==> src/rtl/tap_nav_pkg.sv <==
package tap_nav_pkg;

  typedef enum logic [3:0] {
    TAP_RESET    = 4'd0,  TAP_IDLE     = 4'd1,  TAP_SEL_DR  = 4'd2,  TAP_CAP_DR  = 4'd3,
    TAP_SH_DR    = 4'd4,  TAP_EX1_DR   = 4'd5,  TAP_PAUSE_DR = 4'd6, TAP_EX2_DR  = 4'd7,
    TAP_UPD_DR   = 4'd8,  TAP_SEL_IR   = 4'd9,  TAP_CAP_IR  = 4'd10, TAP_SH_IR   = 4'd11,
    TAP_EX1_IR   = 4'd12, TAP_PAUSE_IR = 4'd13, TAP_EX2_IR  = 4'd14, TAP_UPD_IR  = 4'd15
  } tap_state_e;

  // control -> datapath strobes
  typedef struct packed {
    logic accept;
    logic forceReset;
    logic loadTms;
    logic tmsVal;
    logic pulse;
    logic incRst;
    logic incStep;
    logic decWait;
    logic setKnown;
    logic setErr;
  } dp_cmd_t;

  // datapath -> control status
  typedef struct packed {
    logic known;
    logic atTarget;
    logic curStable;
    logic curIsReset;
    logic rstDone;
    logic rstHigh;
    logic stepCap;
    logic waitZero;
    logic maskBit;
    logic targetIsReset;
  } dp_sts_t;

  function automatic tap_state_e tapNext(input tap_state_e s, input logic t);
    case (s)
      TAP_RESET:    return t ? TAP_RESET  : TAP_IDLE;
      TAP_IDLE:     return t ? TAP_SEL_DR : TAP_IDLE;
      TAP_SEL_DR:   return t ? TAP_SEL_IR : TAP_CAP_DR;
      TAP_CAP_DR:   return t ? TAP_EX1_DR : TAP_SH_DR;
      TAP_SH_DR:    return t ? TAP_EX1_DR : TAP_SH_DR;
      TAP_EX1_DR:   return t ? TAP_UPD_DR : TAP_PAUSE_DR;
      TAP_PAUSE_DR: return t ? TAP_EX2_DR : TAP_PAUSE_DR;
      TAP_EX2_DR:   return t ? TAP_UPD_DR : TAP_SH_DR;
      TAP_UPD_DR:   return t ? TAP_SEL_DR : TAP_IDLE;
      TAP_SEL_IR:   return t ? TAP_RESET  : TAP_CAP_IR;
      TAP_CAP_IR:   return t ? TAP_EX1_IR : TAP_SH_IR;
      TAP_SH_IR:    return t ? TAP_EX1_IR : TAP_SH_IR;
      TAP_EX1_IR:   return t ? TAP_UPD_IR : TAP_PAUSE_IR;
      TAP_PAUSE_IR: return t ? TAP_EX2_IR : TAP_PAUSE_IR;
      TAP_EX2_IR:   return t ? TAP_UPD_IR : TAP_SH_IR;
      default:      return t ? TAP_SEL_DR : TAP_IDLE;
    endcase
  endfunction

  // bit [target] is the TMS value for the next step toward target
  function automatic logic [15:0] pathMask(input tap_state_e s);
    case (s)
      TAP_RESET:    return 16'h0001;
      TAP_IDLE:     return 16'hFFFD;
      TAP_SEL_DR:   return 16'hFE01;
      TAP_CAP_DR:   return 16'hFFE7;
      TAP_SH_DR:    return 16'hFFEF;
      TAP_EX1_DR:   return 16'hFF0F;
      TAP_PAUSE_DR: return 16'hFFBF;
      TAP_EX2_DR:   return 16'hFFFF;
      TAP_UPD_DR:   return 16'hFEFD;
      TAP_SEL_IR:   return 16'h0001;
      TAP_CAP_IR:   return 16'hF3FF;
      TAP_SH_IR:    return 16'hF7FF;
      TAP_EX1_IR:   return 16'h87FF;
      TAP_PAUSE_IR: return 16'hDFFF;
      TAP_EX2_IR:   return 16'hFFFF;
      default:      return 16'h7FFD;
    endcase
  endfunction

  function automatic logic isStable(input tap_state_e s);
    return (s == TAP_IDLE) || (s == TAP_SH_DR) || (s == TAP_PAUSE_DR) ||
           (s == TAP_SH_IR) || (s == TAP_PAUSE_IR);
  endfunction

endpackage

==> src/rtl/tap_nav_dp.sv <==
module tap_nav_dp
  import tap_nav_pkg::*;
#(
  parameter int CNT_W     = 16,
  parameter int MAX_STEPS = 9
) (
  input  logic             clk,
  input  logic             rstN,
  input  dp_cmd_t          cmd,
  input  logic [3:0]       targetIn,
  input  logic [CNT_W-1:0] waitIn,
  output dp_sts_t          sts,
  output logic             tmsOut,
  output logic             errOut
);
  localparam int STEP_W = $clog2(MAX_STEPS + 1);
  localparam logic [STEP_W-1:0] STEP_LIM = STEP_W'(MAX_STEPS);
  localparam logic [2:0] RST_HIGH_N = 3'd5;
  localparam logic [2:0] RST_LEN    = 3'd6;

  tap_state_e       curState;
  tap_state_e       targetQ;
  logic             known;
  logic [CNT_W-1:0] waitQ;
  logic [2:0]       rstCnt;
  logic [STEP_W-1:0] stepQ;
  logic             tmsQ;
  logic             errQ;
  logic [15:0]      curMask;

  always_ff @(posedge clk or negedge rstN) begin
    if (!rstN) begin
      curState <= TAP_RESET;
      targetQ  <= TAP_RESET;
      known    <= 1'b0;
      waitQ    <= '0;
      rstCnt   <= '0;
      stepQ    <= '0;
      tmsQ     <= 1'b0;
      errQ     <= 1'b0;
    end else begin
      if (cmd.accept) begin
        targetQ <= tap_state_e'(targetIn);
        waitQ   <= waitIn;
        rstCnt  <= '0;
        stepQ   <= '0;
        errQ    <= 1'b0;
      end
      if (cmd.forceReset) curState <= TAP_RESET;
      if (cmd.pulse)      curState <= tapNext(curState, tmsQ);
      if (cmd.loadTms)    tmsQ     <= cmd.tmsVal;
      if (cmd.incRst)     rstCnt   <= rstCnt + 3'd1;
      if (cmd.incStep)    stepQ    <= stepQ + 1'b1;
      if (cmd.decWait)    waitQ    <= waitQ - 1'b1;
      if (cmd.setKnown)   known    <= 1'b1;
      if (cmd.setErr)     errQ     <= 1'b1;
    end
  end

  assign curMask = pathMask(curState);

  always_comb begin
    sts.known         = known;
    sts.atTarget      = (curState == targetQ);
    sts.curStable     = isStable(curState);
    sts.curIsReset    = (curState == TAP_RESET);
    sts.rstDone       = (rstCnt == RST_LEN);
    sts.rstHigh       = (rstCnt < RST_HIGH_N);
    sts.stepCap       = (stepQ == STEP_LIM);
    sts.waitZero      = (waitQ == '0);
    sts.maskBit       = curMask[targetQ];
    sts.targetIsReset = (targetQ == TAP_RESET);
  end

  assign tmsOut = tmsQ;
  assign errOut = errQ;

  // the walk counter never runs past its cap
  a_r5_step_cap: assert property (@(posedge clk) disable iff (!rstN) stepQ <= STEP_LIM);
  // the tracked state becomes known only once it sits in Idle
  a_r2_known_idle: assert property (@(posedge clk) disable iff (!rstN)
    $rose(known) |-> curState == TAP_IDLE);

endmodule

==> src/rtl/tap_nav_ctrl.sv <==
module tap_nav_ctrl
  import tap_nav_pkg::*;
(
  input  logic    clk,
  input  logic    rstN,
  input  logic    startReq,
  input  logic    waitReq,
  input  logic    releaseReq,
  input  dp_sts_t sts,
  output dp_cmd_t cmd,
  output logic    tckEn,
  output logic    done
);
  typedef enum logic [2:0] {PH_IDLE, PH_DECIDE, PH_SETUP, PH_PULSE, PH_DONE} phase_e;
  typedef enum logic [2:0] {SQ_ENTRY, SQ_RESET, SQ_SAME, SQ_WALK, SQ_WAIT, SQ_END} seq_e;
  typedef enum logic [1:0] {OP_NAV, OP_WAIT, OP_REL} op_e;

  phase_e ph, phN;
  seq_e   seq, seqN;
  op_e    op, opN;
  seq_e   afterGoto;

  always_ff @(posedge clk or negedge rstN) begin
    if (!rstN) begin
      ph  <= PH_IDLE;
      seq <= SQ_ENTRY;
      op  <= OP_NAV;
    end else begin
      ph  <= phN;
      seq <= seqN;
      op  <= opN;
    end
  end

  assign afterGoto = (op == OP_WAIT) ? SQ_WAIT : SQ_END;

  always_comb begin
    cmd  = '0;
    phN  = ph;
    seqN = seq;
    opN  = op;
    case (ph)
      PH_IDLE: if (releaseReq || waitReq || startReq) begin
        cmd.accept = 1'b1;
        phN  = PH_DECIDE;
        seqN = SQ_ENTRY;
        opN  = releaseReq ? OP_REL : (waitReq ? OP_WAIT : OP_NAV);
      end
      PH_DECIDE: begin
        case (seq)
          SQ_ENTRY: begin
            if (!sts.known && op == OP_REL) seqN = SQ_END;
            else if (!sts.known || op == OP_REL) begin
              cmd.forceReset = 1'b1;
              seqN = SQ_RESET;
            end else if (op == OP_WAIT && sts.atTarget) seqN = SQ_WAIT;
            else seqN = SQ_SAME;
          end
          SQ_RESET: begin
            if (sts.rstDone) begin
              cmd.setKnown = 1'b1;
              seqN = (op == OP_REL) ? SQ_END : SQ_SAME;
            end else begin
              cmd.loadTms = 1'b1;
              cmd.tmsVal  = sts.rstHigh;
              cmd.incRst  = 1'b1;
              phN = PH_SETUP;
            end
          end
          SQ_SAME: begin
            if (sts.atTarget) begin
              seqN = afterGoto;
              if (sts.curStable || sts.curIsReset) begin
                cmd.loadTms = 1'b1;
                cmd.tmsVal  = sts.curIsReset;
                phN = PH_SETUP;
              end
            end else seqN = SQ_WALK;
          end
          SQ_WALK: begin
            if (sts.atTarget) seqN = afterGoto;
            else if (sts.stepCap) begin
              cmd.setErr = 1'b1;
              seqN = SQ_END;
            end else begin
              cmd.loadTms = 1'b1;
              cmd.tmsVal  = sts.maskBit;
              cmd.incStep = 1'b1;
              phN = PH_SETUP;
            end
          end
          SQ_WAIT: begin
            if (sts.waitZero) seqN = SQ_END;
            else begin
              cmd.loadTms = 1'b1;
              cmd.tmsVal  = sts.targetIsReset;
              cmd.decWait = 1'b1;
              phN = PH_SETUP;
            end
          end
          default: phN = PH_DONE;
        endcase
      end
      PH_SETUP: phN = PH_PULSE;
      PH_PULSE: begin
        cmd.pulse = 1'b1;
        phN = PH_DECIDE;
      end
      default: phN = PH_IDLE;
    endcase
  end

  assign tckEn = (ph == PH_PULSE);
  assign done  = (ph == PH_DONE);

  // a clock enable is always followed by a gap cycle
  a_r9_pulse_gap: assert property (@(posedge clk) disable iff (!rstN) tckEn |=> !tckEn);
  // completion is a single-cycle pulse
  a_r10_done_single: assert property (@(posedge clk) disable iff (!rstN) done |=> !done);

endmodule

==> src/rtl/tap_nav_top.sv <==
module tap_nav_top
  import tap_nav_pkg::*;
#(
  parameter int CNT_W     = 16,
  parameter int MAX_STEPS = 9
) (
  input  logic             clk,
  input  logic             rstN,
  input  logic             startReq,
  input  logic             waitReq,
  input  logic             releaseReq,
  input  logic [3:0]       targetState,
  input  logic [CNT_W-1:0] waitCycles,
  output logic             tckEn,
  output logic             tms,
  output logic             tdi,
  output logic             done,
  output logic             err
);
  dp_cmd_t cmd;
  dp_sts_t sts;

  tap_nav_ctrl u_ctrl (
    .clk(clk), .rstN(rstN), .startReq(startReq), .waitReq(waitReq),
    .releaseReq(releaseReq), .sts(sts), .cmd(cmd), .tckEn(tckEn), .done(done)
  );

  tap_nav_dp #(.CNT_W(CNT_W), .MAX_STEPS(MAX_STEPS)) u_dp (
    .clk(clk), .rstN(rstN), .cmd(cmd), .targetIn(targetState), .waitIn(waitCycles),
    .sts(sts), .tmsOut(tms), .errOut(err)
  );

  assign tdi = 1'b0;

  // the datapath's TMS bit does not move on the cycle the control pulses
  a_r9_tms_setup: assert property (@(posedge clk) disable iff (!rstN) tckEn |-> $stable(tms));

endmodule

==> config.mk <==
export PLATFORM = sky130hd
export DESIGN_NAME = tap_nav_top
export DESIGN_NICKNAME = d
export VERILOG_FILES = /design/src/rtl/tap_nav_pkg.sv /design/src/rtl/tap_nav_dp.sv /design/src/rtl/tap_nav_ctrl.sv /design/src/rtl/tap_nav_top.sv
export SDC_FILE = /design/constraint.sdc
export NUM_CORES = 1
export LEC_CHECK = 0
export ABC_CLOCK_PERIOD_IN_PS = 8600
export BUFFER_PORTS_ARGS = -buffer_cell sky130_fd_sc_hd__buf_2
export CORE_UTILIZATION = 39
export DETAILED_ROUTE_END_ITERATION = 10
export GPL_TIMING_DRIVEN = 0
export PLACE_DENSITY = 0.55
export RECOVER_POWER = 25
export SLEW_MARGIN = 20
export SYNTH_ARGS = -nofsm -noshare
export SYNTH_HDL_FRONTEND = slang
export SYNTH_HIERARCHICAL = 1
export SYNTH_SLANG_ARGS = --single-unit
==> constraint.sdc <==
create_clock -name clk -period 8.6 [get_ports clk]
set_clock_uncertainty 0.05 [all_clocks]
set_input_delay 0.43 -clock clk [delete_from_list [all_inputs] [get_ports clk]]
set_output_delay 0.43 -clock clk [all_outputs]
set_load 0.05 [all_outputs]
After elaboration in Yosys (flattened, before gate mapping)
Memories as Yosys holds them, arrays and structs flattened.
Cells that the tools add are included.
{"block": "word_totals", "rom_bits": 240, "mem_count": 1, "in_bits": 25, "reg_bits": 42, "wordCells": 158, "out_inout_bits": 5}
{"block": "op_classes", "eq_ne": 38, "n_lt_le_gt_ge": 2, "mux": 76, "reduce_logical": 27, "add_sub_neg": 3}
{"name": "(name not given)", "depth": 16, "width": 15, "read_ports": 1, "rd_ports_with_merged_regs": 0, "write_ports": 0, "line": "tap_nav_pkg.sv:61", "source": "case (s)"}
{"operator": "$mux 3", "n": 22}
{"operator": "$pmux 4 s11", "n": 1}
{"operator": "$mux 16", "n": 2}
{"operator": "$mux 4", "n": 8}
{"operator": "$pmux 3 s5", "n": 2}
{"operator": "$eq 4x4->1 const B", "n": 7}
{"operator": "$mux 1", "n": 26}
{"operator": "$mux 2", "n": 10}
{"operator": "$ne 3x3->1 const B", "n": 6}
{"operator": "$eq 4x3->1 const B", "n": 4}
{"operator": "$logic_not 16->1", "n": 1}
{"operator": "$sub 16x1->16 const B", "n": 1}
{"operator": "$eq 3x2->1 const B", "n": 4}
{"operator": "$pmux 3 s4", "n": 1}
{"operator": "$reduce_bool 2->1", "n": 6}
{"operator": "$eq 3x3->1 const B", "n": 3}
{"operator": "$eq 4x2->1 const B", "n": 2}
{"operator": "$logic_not 4->1", "n": 2}
{"operator": "$logic_or 1x1->1", "n": 8}
{"operator": "$pmux 2 s4", "n": 1}
{"operator": "$reduce_and 8->1", "n": 1}
{"operator": "$eq 3x1->1 const B", "n": 2}
{"operator": "$logic_not 3->1", "n": 2}
{"operator": "$ne 3x2->1 const B", "n": 2}
{"operator": "other kinds (20)", "n": 22}

Logic depth before layout (Yosys ltp)
{"block": "depth", "word_depth": 12, "ltp_mapped": 12, "mapped_depth_nobuf": 11}

Modules after synthesis
The synthesis kept the hierarchy.
{"module": "tap_nav_dp", "area_each_um2": 2449.8, "n_inst": 1, "seq_area_each_um2": 850.8, "cells_per_inst": 294}
{"module": "tap_nav_ctrl", "area_each_um2": 770.7, "n_inst": 1, "seq_area_each_um2": 200.2, "cells_per_inst": 95}
{"module": "tap_nav_top", "area_each_um2": 11.3, "n_inst": 1, "seq_area_each_um2": 0.0, "cells_per_inst": 2}

Worst setup path before layout
Ideal clock, no wire load.
{"block": "synth_timing", "path_kind": "register to register", "from": "reg u_dp.waitQ[10]", "to": "reg u_dp.waitQ[13]", "t_required_ps": 8424, "n_path_buf": 3, "setup_ps": 126, "period_less_slack_ps": 2961, "stages_incl_launch_ff": 11, "slack_ps": 5639, "t_arrival_ps": 2785, "path_cell_list": "dfrtp_1 > or4_4 > or4_1 > buf_2 > nor3_1 > nor3b_1 > clkbuf_1 > or4b_2 > clkbuf_1 > nor2_1 > a221o_1"}
{"item": "start, declared", "line": "tap_nav_dp.sv:24", "source": "logic [CNT_W-1:0] waitQ;"}
{"item": "start signal, assigned", "line": "tap_nav_dp.sv:44", "source": "waitQ <= waitIn;"}
{"item": "start signal, assigned", "line": "tap_nav_dp.sv:54", "source": "if (cmd.decWait) waitQ <= waitQ - 1'b1;"}

==> run_results.csv <==
group,metric,value,unit
run,max_cap_violations,1,
sta,slew_headroom,-0.629,
power_and_ir_drop,power.density,345,nW/um^2
logic_synthesis,post-synth-top-area-cell,"dfrtp_1",
sta,maxClockFrequency,0.285,GHz
sta,finalMaxSlewViolations,43,
logic_synthesis,avgSynthCellArea,8.27,um^2
clock_tree,path_clk_slew,0.09,ns
global_routing,grt_pass1_vias,2824,
clock_tree,cts_made_buffers,5,
route,routedWlPerCell,15.1,um
clock_tree,number_of_cells_upsized_or_downsized_after_cts,0,
critical_path,critPathMaxFanout,10,
power_and_ir_drop,maximum_resistive_drop_on_vdd,0.166,mV
place,gp_congestion,0.819,
global_routing,grt-ovfl-total,0,
sta,worst_pin_slew,2.44,ns
place,instance_area_at_placement,3500,um^2
critical_path,cp_slowest_stage_delay,0.78,ns
floorplanning,die_height,93.0,um
sta,totalNegativeSetupSlack,0,ns
clock_tree,cts_setup_buffers,0,
logic_synthesis,number_of_flops_mapped_to_enable_cells_by_yosys,0,
logic_synthesis,synth.top_cell.area_share,0.325,
route,firstDrtPassIters,4,
status,run_status,"finished, violations left",
global_routing,grt_use_total,0.201,
route,vias,2982,
logic_synthesis,synthDistinctLibCells,67,
critical_path,required,8.75,ns
critical_path,path_class,"flop to flop",
route,detail_route.vias_per_cell,5.64,
logic_synthesis,synth-warning-count,6,
clock_tree,tritoncts,"done",
sta,rsz0062_at_grt,"no",
finish,nets,464,
place,io_buffers,28,
floorplanning,initial_utilization,0.410,
logic_synthesis,synth.area.top_cells,"dfrtp_1, ha_1, o21ai_0",
floorplanning,num_io_pins,30,
route,detail_route.iter0.violations,116,
logic_synthesis,yosys.cell_count.top_type,"dfrtp_1",
route,drt_drc_violations_left,0,
logic_synthesis,netlist_top_cells_count,"dfrtp_1, nand2_1, nor2_1",
critical_path,kind_of_end_point_of_the_critical_path,"flop",
critical_path,critical-path-slowest-cell,"nor4_1",
finish,insertedDiodeCount,0,
sta,min_period,3.50,ns
sta,finalHoldWorstSlack,0.273,ns
clock_tree,cts-root-to-sink-buffers,2,
critical_path,start_kind,"flop",
place,hpwlAfterDp,5760,um
critical_path,crit_chain,"clkbuf_1 -> clkbuf_1 -> xor2_1 -> nor4_1 -> o21ai_0 -> or3b_1 -> a31oi_1 -> mux2_2",
sta,setup-violations-final,0,
route,antenna_left,0,
critical_path,cp.arrival,3.65,ns
floorplanning,design.die.area,8650,um^2
logic_synthesis,post_synth_inst_count,391,
global_routing,pin_count_of_the_biggest_net_entering_global_routing,43,
floorplanning,fp.dieW,93.0,um
logic_synthesis,synth_net_count,429,
logic_synthesis,synthFlopType,"dfrtp_1",
sta,period_share,0.408,
route,drt-total-wl,8000,um
min_path,worst_hold_startpoint,"releaseReq",
floorplanning,std_cell_rows,32,
sta,finalHoldViolations,0,
critical_path,critical_path.reg2reg.startpoint,"u_dp/curState[3]",
min_path,holdCritPathClass,"input pin to flop",
finish,fraction_of_final_layout_cells_with_drive_strength_greater_than_1,0.143,
finish,postLayoutCellArea,3610,um^2
power_and_ir_drop,power.leakage,0.00150,uW
floorplanning,core_region_area,7890,um^2
global_routing,grt_first_pass_wirelength,13900,um
logic_synthesis,synth_seq_cells,42,
clock_tree,holdBufCountCts,0,
status,failed_checks,"capacitance limit, slew limit",
clock_tree,h-tree-depth,2,
logic_synthesis,area_of_the_mapped_netlist,3230,um^2
logic_synthesis,synth.yosys.seq_area_share,0.325,
clock_tree,clockRootBuffer,"clkbuf_8",
critical_path,most_common_cell_type_on_the_critical_path,"clkbuf_1",
clock_tree,cts_num_sinks,42,
global_routing,antenna_found_initial,0,
critical_path,critPathLaunch,"u_dp/curState[3]",
finish,area_growth,11.7,%
logic_synthesis,synth_async_sr_flop_share,1.00,
clock_tree,worst_skew_pair_latency,0.30,ns
layout make-up:
type,instances,area (um^2)
plain buffers,33,138
clock inverters,3,43.8
fillers,768,4280
repair buffers,28,139
well taps,102,128
multi-input cells,292,1950
inverters,24,90.1
flip-flops and latches,42,1050
clock buffers,5,68.8
logic make-up (layout without fill, tap and decap cells):
kind of cell               count (synthesis)  in the layout  share of synthesized area
and+or+nand+nor                          149            149                      0.257
AOI/OAI and AO/OA                        114            114                      0.249
buffers and inverters                     57             93                     0.0705
DFF                                       42             42                      0.325
adders and majority gates                 13             13                     0.0503
muxes                                     10             10                     0.0329
xor gates and xnor gates                   5              5                     0.0135
other                                      1              1                    0.00116
power by group:
part | total, uW | switching [uW] | internal (uW)
registers | 364 | 87.4 | 277
clock network | 165 | 77.9 | 87.2
logic | 717 | 433 | 285
cell usage in the layout (no fill, tap or decap), types with 3 or more instances in the layout:
master / n
nor2b_1: 9
nand4_1: 3
o2111ai_1: 3
o22ai_1: 4
mux2_2: 5
o311ai_0: 6
nand3_1: 4
clkbuf_1: 27
a221o_1: 3
a21oi_1: 19
nand3b_1: 4
nor4_1: 8
clkbuf_8: 5
or4_1: 3
mux2i_1: 5
and2_1: 5
a31oi_1: 7
or2_2: 3
a2bb2oi_1: 3
buf_2: 29
nand2_1: 30
inv_1: 24
xor2_1: 5
nand2b_1: 14
a211oi_1: 8
ha_1: 13
buf_4: 3
dfrtp_1: 42
o21ai_0: 27
nor2_1: 28
o211ai_1: 8
nor3_1: 15
nor3b_1: 6
layer usage:
layer	track usage	wire [um]	vias to the layer above
li1	-	-	1495
met1	0.295	4170	1436
met2	0.308	3540	47
met3	0.0398	250	4
met4	0.0359	45	0
met5	0	0	-
metrics by stage:
stage / setup WS, ns / cells / utilization / total power [uW]
3_5_place_dp: 5.12 / 521 / 0.444 / 1080
5_1_grt: 4.77 / 529 / 0.458 / 1370
3_3_place_gp: 5.10 / 521 / 0.444 / 1070
4_1_cts: 5.11 / 529 / 0.458 / 1250
6_report: 5.10 / 529 / 0.458 / 1250
2_1_floorplan: 5.64 / 391 / - / 902
worst paths after layout:
check | cells past startpoint | to | slack (ns)
setup / recovery | 8 | u_dp/tmsOut | 5.10
hold / removal | 2 | u_ctrl/op[0] | 0.27
hold reg to reg | 1 | u_dp/known | 0.43
max in group asynchronous | 1 | u_dp/waitQ[15] | 6.30
min in group asynchronous | 1 | u_ctrl/op[0] | 0.81
setup reg to reg | 8 | u_dp/tmsOut | 5.10
registers in the layout, summed over array words and instances (netlist names):
signal	count
u_ctrl/op	2
u_ctrl/ph	3
u_ctrl/seq	3
u_dp/curState	4
u_dp/errOut	1
u_dp/known	1
u_dp/rstCnt	3
u_dp/stepQ	4
u_dp/targetQ	4
u_dp/tmsOut	1
u_dp/waitQ	16
critical path, delay by kind of cell, from the launching register on:
family                 cells  cell delay (ns)
buffers and inverters      2             0.76
AO/OA/AOI/OAI              2             0.46
AND/OR/NAND/NOR            2             1.22
flip-flops                 1             0.44
multiplexers               1             0.35
XOR/XNOR                   1             0.12
(Power assumes the default switching activity.)
